==> config.mk <==
export PLATFORM = sky130hd
export DESIGN_NAME = resid_alu
export DESIGN_NICKNAME = d
export VERILOG_FILES = /design/src/rtl/resid_alu.sv
export SDC_FILE = /design/constraint.sdc
export NUM_CORES = 2
export LEC_CHECK = 0
export BUFFER_PORTS_ARGS = -buffer_cell sky130_fd_sc_hd__buf_2
export CORE_ASPECT_RATIO = 0.9
export CORE_MARGIN = 4
export CORE_UTILIZATION = 46
export DETAILED_ROUTE_END_ITERATION = 12
export GPL_ROUTABILITY_DRIVEN = 0
export PLACE_DENSITY_LB_ADDON = 0.12
export SETUP_SLACK_MARGIN = 0.4
export SLEW_MARGIN = 0
export SYNTH_ARGS = -nofsm -noshare
export SYNTH_HDL_FRONTEND = slang
export SYNTH_SLANG_ARGS = --single-unit
==> constraint.sdc <==
create_clock -name clk -period 1.09 [get_ports clk]
set_clock_uncertainty 0.05 [all_clocks]
set_input_delay 0.218 -clock clk [delete_from_list [all_inputs] [get_ports clk]]
set_output_delay 0.218 -clock clk [all_outputs]
set_load 0.01 [all_outputs]
==> src/rtl/resid_alu.sv <==
module resid_alu #(
  parameter int W    = 32,
  parameter bit DUAL = 1'b1
) (
  input  logic            clk,
  input  logic            rst_n,
  input  logic            in_vld_i,
  input  logic [1:0]      op_i,
  input  logic [W-1:0]    a_i,
  input  logic [W-1:0]    b_i,
  input  logic [2*W-1:0]  inj_mask_i,
  output logic [2*W-1:0]  res_o,
  output logic            vld_o,
  output logic            err_m3_o,
  output logic            err_m5_o,
  output logic            err_o
);
  localparam int RW = 2 * W;
  localparam int ND = RW / 2;
  localparam int K5 = (W % 2 == 1) ? 4 : 1;

  function automatic int fold3(input logic [RW-1:0] v);
    int s;
    s = 0;
    for (int i = 0; i < ND; i++) s += int'(v[2*i +: 2]);
    return s % 3;
  endfunction

  function automatic int fold5(input logic [RW-1:0] v);
    int s;
    s = 0;
    for (int i = 0; i < ND; i++)
      if (i % 2 == 0) s += int'(v[2*i +: 2]);
      else            s -= int'(v[2*i +: 2]);
    s = s % 5;
    return (s < 0) ? s + 5 : s;
  endfunction

  logic [RW-1:0] a_x, b_x, exact, deliv;
  logic [W:0]    sum_w, dif_w;
  logic          chk, sgn, mis3, mis5;
  int            ra3, rb3, ra5, rb5, exp3, exp5, obs3, obs5;

  assign a_x   = RW'(a_i);
  assign b_x   = RW'(b_i);
  assign sum_w = {1'b0, a_i} + {1'b0, b_i};
  assign dif_w = {1'b0, a_i} - {1'b0, b_i};
  assign chk   = (op_i != 2'b11);

  always_comb begin
    case (op_i)
      2'b00:   exact = RW'(sum_w);
      2'b01:   exact = {{(RW-W-1){dif_w[W]}}, dif_w};
      2'b10:   exact = a_x * b_x;
      default: exact = '0;
    endcase
  end

  assign deliv = chk ? (exact ^ inj_mask_i) : '0;
  assign sgn   = (op_i == 2'b01) && deliv[RW-1];

  always_comb begin
    ra3 = fold3(a_x);
    rb3 = fold3(b_x);
    ra5 = fold5(a_x);
    rb5 = fold5(b_x);
    case (op_i)
      2'b00:   begin exp3 = (ra3 + rb3) % 3;     exp5 = (ra5 + rb5) % 5;     end
      2'b01:   begin exp3 = (ra3 + 3 - rb3) % 3; exp5 = (ra5 + 5 - rb5) % 5; end
      default: begin exp3 = (ra3 * rb3) % 3;     exp5 = (ra5 * rb5) % 5;     end
    endcase
    obs3 = (fold3(deliv) + (sgn ? 2 : 0)) % 3;
    obs5 = (fold5(deliv) + (sgn ? 5 - K5 : 0)) % 5;
  end

  assign mis3 = chk && (obs3 != exp3);
  assign mis5 = DUAL && chk && (obs5 != exp5);

  always_ff @(posedge clk or negedge rst_n) begin
    if (!rst_n) begin
      vld_o    <= 1'b0;
      res_o    <= '0;
      err_m3_o <= 1'b0;
      err_m5_o <= 1'b0;
    end else begin
      vld_o    <= in_vld_i;
      err_m3_o <= in_vld_i && mis3;
      err_m5_o <= in_vld_i && mis5;
      if (in_vld_i) res_o <= deliv;
    end
  end

  assign err_o = err_m3_o | err_m5_o;

  AST_ZERO_MASK_CLEAN: assert property (@(posedge clk) disable iff (!rst_n)
    (in_vld_i && inj_mask_i == '0) |=> !err_o) else $error("zero mask flagged");
  AST_ONE_BIT_CAUGHT: assert property (@(posedge clk) disable iff (!rst_n)
    (in_vld_i && chk && $countones(inj_mask_i) == 1) |=> err_o) else $error("single flip missed");
  AST_VALID_DELAY: assert property (@(posedge clk) disable iff (!rst_n)
    in_vld_i |=> vld_o) else $error("valid lost");
  AST_IDLE_QUIET: assert property (@(posedge clk) disable iff (!rst_n)
    !in_vld_i |=> (!vld_o && !err_o && $stable(res_o))) else $error("idle activity");
  AST_UNCHECKED_OP: assert property (@(posedge clk) disable iff (!rst_n)
    (in_vld_i && op_i == 2'b11) |=> (res_o == '0 && !err_o)) else $error("op 3 misbehaved");
endmodule

==> impl_metrics.env <==
export IMPL_status="finished with violations"
export IMPL_violations="hold timing, setup timing"
export IMPL_wl_mm=394.3
export IMPL_grt_pass1_vias=108500
export IMPL_crit_path_end_kind="flop"
export IMPL_slew_violations=0
export IMPL_track_usage_pct=32.84
export IMPL_core_area_sq_um=228100
export IMPL_synth_warnings=0
export IMPL_setup_violations=134
export IMPL_required_ns=1.35
export IMPL_ys_types=134
export IMPL_syn_area_sq_um=105800
export IMPL_yosys_top_cells_area="fa_1 37%, ha_1 12%, inv_1 10%"
export IMPL_synth_top_cell_by_area="fa_1"
export IMPL_drc=0
export IMPL_yosysMostFrequentCell="inv_1"
export IMPL_cp_slowest_stage_delay_ns=0.54
export IMPL_clockBufferDepth=2
export IMPL_row_count=166
export IMPL_vias_per_cell=5.459
export IMPL_pre_cts_ws_ns=-34.60
export IMPL_rsz0062_at_grt="yes"
export IMPL_drtAntennaViolNets=0
export IMPL_max_slew_worst_pin_slew_ns=0.8794
export IMPL_reg2reg_slack_ns=0.17
export IMPL_cp_startpoint="a_i[6]"
export IMPL_path_max_fanout=9
export IMPL_fin_ws_ns=-33.55
export IMPL_cpMostUsedCell="o21a_1"
export IMPL_drt_iter0_drc=8863
export IMPL_synth_edf_count=0
export IMPL_r2r_start="res_o[26]"
export IMPL_slowest_stage="fa_2"
export IMPL_cts_made_buffers=9
export IMPL_seq_area_frac_synth_pct=1.585
export IMPL_grt_pass1_wl_mm=618.1
export IMPL_synth_top_cells_by_count="2854 x inv_1, 1942 x fa_1, 1663 x nand2_1"
export IMPL_period_share_pct=3178
export IMPL_avgSynthCellArea_sq_um=7.953
export IMPL_grt_max_degree=63
export IMPL_cts_root_buffer="clkbuf_16"
export IMPL_port_buffers=200
export IMPL_clkTransAtPathRegs_ns=0.10
export IMPL_drv_cap=0
export IMPL_die_h_um=462.9
export IMPL_max_slew_margin_pct=40.95
export IMPL_ys_flop_type="dfrtp_1"
export IMPL_wl_per_cell_um=20.61
export IMPL_ys_ff_latch=67
export IMPL_place_hpwl_mm=329.6
export IMPL_whs_ns=-0.2903
export IMPL_nets=19150
export IMPL_synth_top_cell_area_share_pct=36.75
export IMPL_die_area_sq_um=237700
export IMPL_fmax_mhz=28.87
export IMPL_async_flop_share_pct=100.0
export IMPL_vias=104400
export IMPL_grt_ovfl_total=0
export IMPL_drt_pass1_iterations=9
export IMPL_area_growth_pct=30.17
export IMPL_synth_nets=16380
export IMPL_cts_tree="built"
export IMPL_die_w_um=513.5
export IMPL_hold_class="primary input to asynchronous set/reset pin"
export IMPL_boundaryPins=201
export IMPL_path_class="primary input to flop"
export IMPL_postSynthCellCount=13300
export IMPL_fillers=20200
export IMPL_antenna_found_initial=31
export IMPL_cp_arrival_ns=34.90
export IMPL_cts_sinks=67
export IMPL_layout_drive_gt1_share_pct=26.36
export IMPL_finalHoldViolations=9
export IMPL_cp_start_kind="primary input"
export IMPL_timing_final_crit_period_ns=34.64
export IMPL_cts_htree_levels=3
export IMPL_start_util_pct=46.38
export IMPL_clock_latency_ns=0.36
-- through the flow --
stage | TNS [ns] | hold WS (ns) | util, % | instances | instance area [sq um]
2_1_floorplan | -507.34 | -0.1276 | - | 13300 | 108000
3_5_place_dp | -592.62 | 0.1063 | 58.35 | 18920 | 133100
6_report | -566.33 | -0.2903 | 60.37 | 19130 | 137700
5_1_grt | -592.99 | -0.2990 | 60.37 | 19120 | 137700
3_3_place_gp | -588.47 | 0.1069 | 58.35 | 18920 | 133100
4_1_cts | -550.59 | -0.3151 | 59.62 | 19050 | 136000
-- flip-flops by register name, summed over array words and instances, names as in the netlist --
register,count
err_m3_o,1
err_m5_o,1
res_o,64
vld_o,1
-- critical path, delay by kind of cell --
family	cells	cell delay, ns
adders and majority gates	21	7.86
muxes	3	0.77
and+or+nand+nor	36	6.09
AOI/OAI and AO/OA	96	16.09
xor gates and xnor gates	5	0.82
buffers and inverters	26	2.99
-- metal layers --
| metal | share of wire (%) | GRT usage [%] |
|---|---|---|
| met1 | 41 | 44.93 |
| met2 | 44 | 51.87 |
| met3 | 9.6 | 6.728 |
| met4 | 4.6 | 11.22 |
| met5 | 0.014 | 0 |
-- area by class of cell --
| type | count | area (sq um) | area share (%) |
|---|---|---|---|
| antenna | 25 | 62.56 | 0.04544 |
| clock buffer | 9 | 225.2 | 0.1636 |
| clock inverter | 7 | 60.06 | 0.04362 |
| inverter | 2884 | 10910 | 7.925 |
| multi-input combinational | 9775 | 95150 | 69.11 |
| sequential | 67 | 1679 | 1.220 |
| tap | 3024 | 3784 | 2.748 |
| timing repair buffer | 3335 | 25810 | 18.75 |
-- cells by family (layout without fill, tap and decap cells) --
| group | after synthesis | after routing | share of synthesized area, % |
|---|---|---|---|
| simple gates | 3834 | 3834 | 16.23 |
| buf+inv | 3459 | 6235 | 12.43 |
| fa+ha+maj | 2942 | 2942 | 48.58 |
| compound gates | 2136 | 2137 | 13.65 |
| xor+xnor | 693 | 693 | 5.809 |
| mux | 169 | 169 | 1.712 |
| flops | 67 | 67 | 1.585 |
| other cells | 0 | 25 | 0 |
-- layout by cell type (no fill, tap or decap), drive strengths merged, types with 86 or more instances in the layout --
master	instances
nor2	1023
inv	2868
xnor2	539
a211oi	112
fa	1942
a21o	122
nand3	154
buf	3334
and2	273
o21ai	476
a21oi	500
xor2	153
mux2	86
o21a	104
nor3	195
nand2	1664
ha	1000
-- timing repair --
action	4_1_cts	5_1_grt
buffers inserted	112	52
setup endpoints to repair	134	134
pin swaps	207	194
gates resized for setup	395	291
hold endpoints to repair	11	9
cloned	3	0
-- final timing paths --
kind | end | cells after the start
max | err_m5_o | 187
min | err_m3_o | 1
max reg2reg | res_o[26] | 1
min reg2reg | res_o[53] | 1
max in group asynchronous | res_o[29] | 2
min in group clk | vld_o | 2
Power is not shown: default switching activity piles up to over one toggle a cycle in this logic, so the estimate is an artifact.
